`config.mk`:
```
export PLATFORM = sky130hd
export DESIGN_NAME = lsa_sequencer
export DESIGN_NICKNAME = d
export VERILOG_FILES = /design/src/rtl/lsa_pkg.sv /design/src/rtl/lsa_token_chain.sv /design/src/rtl/lsa_onehot_index.sv /design/src/rtl/lsa_reset_timer.sv /design/src/rtl/lsa_sequencer.sv
export SDC_FILE = /design/constraint.sdc
export NUM_CORES = 1
export LEC_CHECK = 0
export ABC_AREA = 1
export CAP_MARGIN = 30
export CORE_AREA = 4 4 115 117
export CTS_CLUSTER_SIZE = 40
export DETAILED_ROUTE_END_ITERATION = 7
export DIE_AREA = 0 0 119 121
export DONT_BUFFER_PORTS = 1
export PLACE_DENSITY = 0.64
export SKIP_LAST_GASP = 1
export SLEW_MARGIN = 10
export SYNTH_ARGS = -nofsm -noshare
export SYNTH_HDL_FRONTEND = slang
export SYNTH_SLANG_ARGS = --single-unit
```
`constraint.sdc`:
```
create_clock -name clk -period 2.8 [get_ports clk]
set_clock_uncertainty 0.05 [all_clocks]
set_input_delay 0.56 -clock clk [delete_from_list [all_inputs] [get_ports clk]]
set_output_delay 0.56 -clock clk [all_outputs]
set_load 0.01 [all_outputs]
```
`src/rtl/lsa_pkg.sv`:
```
package lsa_pkg;
    typedef enum logic [1:0] {
        S_IDLE   = 2'd0,
        S_RST_RD = 2'd1,
        S_RD     = 2'd2
    } seq_state_e;
endpackage

```
`src/rtl/lsa_token_chain.sv`:
```
module lsa_token_chain #(
    parameter int NPIX = 102
) (
    input  logic            clk,
    input  logic            rst,
    input  logic            load,
    output logic [NPIX-1:0] tok
);
    // One flop per pixel. A load places the token at position 0 and clears the rest.
    // The token that shifts out of the top position is dropped, which clears the chain.
    for (genvar i = 0; i < NPIX; i++) begin : g_stage
        if (i == 0) begin : g_head
            always_ff @(posedge clk) begin
                if (rst)       tok[i] <= 1'b0;
                else           tok[i] <= load;
            end
        end else begin : g_body
            always_ff @(posedge clk) begin
                if (rst || load) tok[i] <= 1'b0;
                else             tok[i] <= tok[i-1];
            end
        end
    end
endmodule

```
`src/rtl/lsa_onehot_index.sv`:
```
module lsa_onehot_index #(
    parameter int NPIX  = 102,
    parameter int IDX_W = $clog2(NPIX + 1)
) (
    input  logic [NPIX-1:0]  tok,
    output logic [IDX_W-1:0] idx,
    output logic             any
);
    always_comb begin
        idx = '0;
        for (int i = 0; i < NPIX; i++) begin
            if (tok[i]) idx = idx | IDX_W'(i + 1);
        end
    end
    assign any = |tok;
endmodule

```
`src/rtl/lsa_reset_timer.sv`:
```
module lsa_reset_timer #(
    parameter int RST_CYC = 18
) (
    input  logic clk,
    input  logic rst,
    input  logic load,
    output logic win_last
);
    localparam int CNT_W = $clog2(RST_CYC + 1);
    logic [CNT_W-1:0] cnt_q;

    always_ff @(posedge clk) begin
        if (rst)              cnt_q <= '0;
        else if (load)        cnt_q <= CNT_W'(RST_CYC);
        else if (cnt_q != 0)  cnt_q <= cnt_q - 1'b1;
    end

    assign win_last = (cnt_q == CNT_W'(1));
endmodule

```
`src/rtl/lsa_sequencer.sv`:
```
module lsa_sequencer #(
    parameter int NPIX    = 102,
    parameter int RST_CYC = 18,
    parameter int IDX_W   = $clog2(NPIX + 1)
) (
    input  logic             clk,
    input  logic             rst,
    input  logic             start_in,
    output logic [IDX_W-1:0] pix_sel,
    output logic             pix_vld,
    output logic             out_en,
    output logic             hold_o,
    output logic             rst_active,
    output logic             integrating
);
    import lsa_pkg::*;

    localparam int LAST = NPIX - 1;

    seq_state_e      state_q, state_d;
    logic [NPIX-1:0] tok;
    logic            tok_any;
    logic            win_last;
    logic            tok_last;

    lsa_token_chain #(.NPIX(NPIX)) u_chain (
        .clk  (clk),
        .rst  (rst),
        .load (start_in),
        .tok  (tok)
    );

    lsa_onehot_index #(.NPIX(NPIX), .IDX_W(IDX_W)) u_enc (
        .tok (tok),
        .idx (pix_sel),
        .any (tok_any)
    );

    lsa_reset_timer #(.RST_CYC(RST_CYC)) u_timer (
        .clk      (clk),
        .rst      (rst),
        .load     (start_in),
        .win_last (win_last)
    );

    assign tok_last = tok[LAST];

    // State register
    always_ff @(posedge clk) begin
        if (rst) state_q <= S_IDLE;
        else     state_q <= state_d;
    end

    // Transitions: T_START, T_WIN_END, T_FRAME_END
    always_comb begin
        state_d = state_q;
        if (start_in) begin
            state_d = S_RST_RD;
        end else begin
            unique case (state_q)
                S_IDLE:   state_d = S_IDLE;
                S_RST_RD: if (win_last) state_d = S_RD;
                S_RD:     if (tok_last) state_d = S_IDLE;
                default:  state_d = S_IDLE;
            endcase
        end
    end

    // Outputs
    always_comb begin
        rst_active  = (state_q == S_RST_RD);
        integrating = (state_q != S_RST_RD);
        hold_o      = (state_q != S_IDLE);
        out_en      = tok_any;
        pix_vld     = tok_any;
    end
endmodule

```
==> run summary <==
Status = completed
Endpoints failing setup = 0
Initial antenna violation count = 0
Fmax = 438.2 MHz
# rows = 41
Largest net degree at the start of global routing = 63
Unrepaired setup endpoints after global routing = no
Compound-cell area share of the yosys netlist = 1.064%
Drt pass-1 iters = 4
XOR/XNOR Fraction of Synth Area = 0%
Worst slew margin = 45.58%
Synth warnings = 0
Vias in the first global route = 3439
Int Power = 2.403 mW
Final wirelength = 9960 um
R2r endpoint = u_timer.cnt_q[1]
Largest family of logic cells by synthesized area = simple AND/OR/NAND/NOR gates
Post-cts resize count = 0
Top cells by instance count after synthesis = dfxtp_1, inv_1, nor2_4
Total setup buffers inserted after CTS = 0
Simple-gate share of the synthesized area = 40.98%
Layout area overhead = 7.624%
Primary FF master, synth = dfxtp_1
Max Root-Sink Buffers = 2
CTS sink count = 109
Worst reg2reg setup slack = 1520 ps
Endpoints failing hold = 0
Synth area leaders = dfxtp_1, nor2_4, inv_1, nor2_1, nand2_1
Leakage power = 2.188 nW
WHS = 224.9 ps
Core Area = 12360 sq um
Worst-path cell chain = nor2_1 -> nand3_1 -> nor2_2 -> nand2_1 -> nor3_1 -> nand2_1
Wire length per cell = 13.37 um
Max cap viols = 0
DIE WIDTH = 119 um
CP Capture Type = output pin
Max-slew violations = 0
CTS Hold Bufs = 0
GRT Overall Usage = 14.96%
Total grt overflow = 0
Clock Power Share = 44.5%
First-pass GRT wire length = 16960 um
Fraction of the cycle the final worst path needs = 81.50%
WS Path Type = reg2out
Worst hold path type = in2reg
Number of synthesized register bits = 109
PortBufs = 0
Die height = 121 um
Adder-Cell Fraction of Synth Area = 0.7599%
Most frequent cell after synthesis = dfxtp_1
Avg Cell Area, Syn = 8.743 sq um
Critical path's most frequent cell = nand2_1
Share of the synthesized area in the top cell type = 44.17%
Number of distinct library cells after synthesis = 24
Seq pwr share = 51.1%
Crit path largest cell delay = 330 ps
DR DRC count = 0
Layout cells sized above 1 = 23.21%
Die area = 14400 sq um
Final Net Count = 574
Root buffer cell = clkbuf_16
Cell area after synthesis = 4940 sq um
Peak supply drop = 312.3 uV
Switch share = 21.72%
Yosys top cell by area = dfxtp_1
Critical R2R Launch = u_timer.cnt_q[0]
PwrDens = 577.5 nW/um^2
Post-synth ARST share = 0%
Worst-path clk slew = 70 ps
Setup crit start = u_chain.tok[60]
Vias per Instance = 4.434
Critical Path RT = 2190 ps
Worst Reg-to-Reg Cells = 5
Critical path endpoint = out_en
Post-DP HPWL = 7815 um
Instance count of the mapped netlist = 565
Vias = 3303
Switching Power = 0.6670 mW
Slew @ Worst Pin = 816.3 ps
Post-Place Setup Slack = 905.6 ps
Htree depth = 3
Setup TNS = 0 ps
RePlAce Congestion = 0.8861
Post-Syn Nets = 571
Crit-path max FO = 3
I/O pin total = 15
Crit path launch type = flip-flop
TritonCTS clock tree = yes
Crit path DAT = 1670 ps
Power share of the combinational group = 4.4%
Post-synthesis mux area share = 0%
Sequential area share after synthesis = 44.17%
Inserted Clock Buffers = 9
First DRT Iteration DRCs = 255
EDFF count, synth = 0
Clk Latency, worst-skew pair = 350 ps
Slowest CP cell = dfxtp_1
Initial Util = 39.96%
Fin worst setup slack = 518.0 ps
Post-route ant nets = 0
Ant diodes = 0
Fin crit period = 2282 ps
[state kept, by name, summed over array words and instances, names as in the netlist]
| signal | cells |
|---|---|
| u_chain.tok | 102 |
| u_timer.cnt_q | 5 |
| state_q | 2 |
[area by class of cell]
cell class | instances | area, sq um
Clock buffer | 11 | 242.7
Clock inverter | 5 | 83.83
Fill cell | 1210 | 7047
Inverter | 114 | 435.4
Multi-Input combinational cell | 330 | 2115
Sequential cell | 109 | 2182
Tap cell | 172 | 215.2
Timing Repair Buffer | 4 | 42.54
[placed cells by master, fill, tap and decap left out, drive strengths merged]
cell type	instances
a211oi	1
a21oi	5
and3	2
buf	4
bufinv	2
clkbuf	11
clkinv	1
clkinvlp	2
dfxtp	109
ha	3
inv	114
nand2	71
nand3	18
nand3b	2
nand4	30
nor2	178
nor3	16
o211a	1
o21ai	2
or2	1
[cells by family after synthesis]
| kind of cell | Yosys count |
|---|---|
| AO/OA/AOI/OAI | 9 |
| flip-flops | 109 |
| adder cells (fa/ha/maj) | 3 |
| buffers and inverters | 126 |
| AND/OR/NAND/NOR | 318 |
[power by group through the flow]
stage                     Sequential, mW  Clock, mW  Combinational [mW]
final                               1.57       1.37               0.135
after global placement              1.60          0               0.132
after detailed placement            1.60          0               0.136
after global routing                1.57       1.47               0.148
after CTS                           1.57       1.40               0.136
after floorplan                     1.60          0               0.144
[worst max-delay path: cells and delay by family (launching register included)]
kind	cells	cell delay (ps)
flip-flops	1	330
AND/OR/NAND/NOR	6	990
[per-stage QoR]
stage / std cells / power, mW / area [sq um] / util (%)
floorplan: 565 / 1.746 / 4940 / -
global placement: 729 / 1.735 / 4990 / 40.36
detailed placement: 729 / 1.739 / 4990 / 40.36
CTS: 745 / 3.107 / 5316 / 43.00
global route: 745 / 3.186 / 5316 / 43.00
finish: 745 / 3.070 / 5316 / 43.00
[per-layer routing]
layer | vias up | GRT usage, % | routed length, um
met5 | - | 0 | 0
met4 | 0 | 4.272 | 102
met3 | 10 | 3.636 | 378
met2 | 42 | 24.76 | 4724
met1 | 1543 | 19.45 | 4755
li1 | 1708 | - | -
[how the worst min path moves through the flow]
stage                                from               to  slack (ps)  cells past startpoint
after global placement    u_chain.tok[96]  u_chain.tok[97]         390                      2
after detailed placement  u_chain.tok[96]  u_chain.tok[97]         400                      2
final                                 rst       state_q[0]         220                      1
after global routing                  rst       state_q[0]         220                      1
after floorplan           u_chain.tok[80]  u_chain.tok[81]         370                      2
after CTS                             rst       state_q[0]         220                      1
Note: power is estimated with default switching activity, not from simulation.
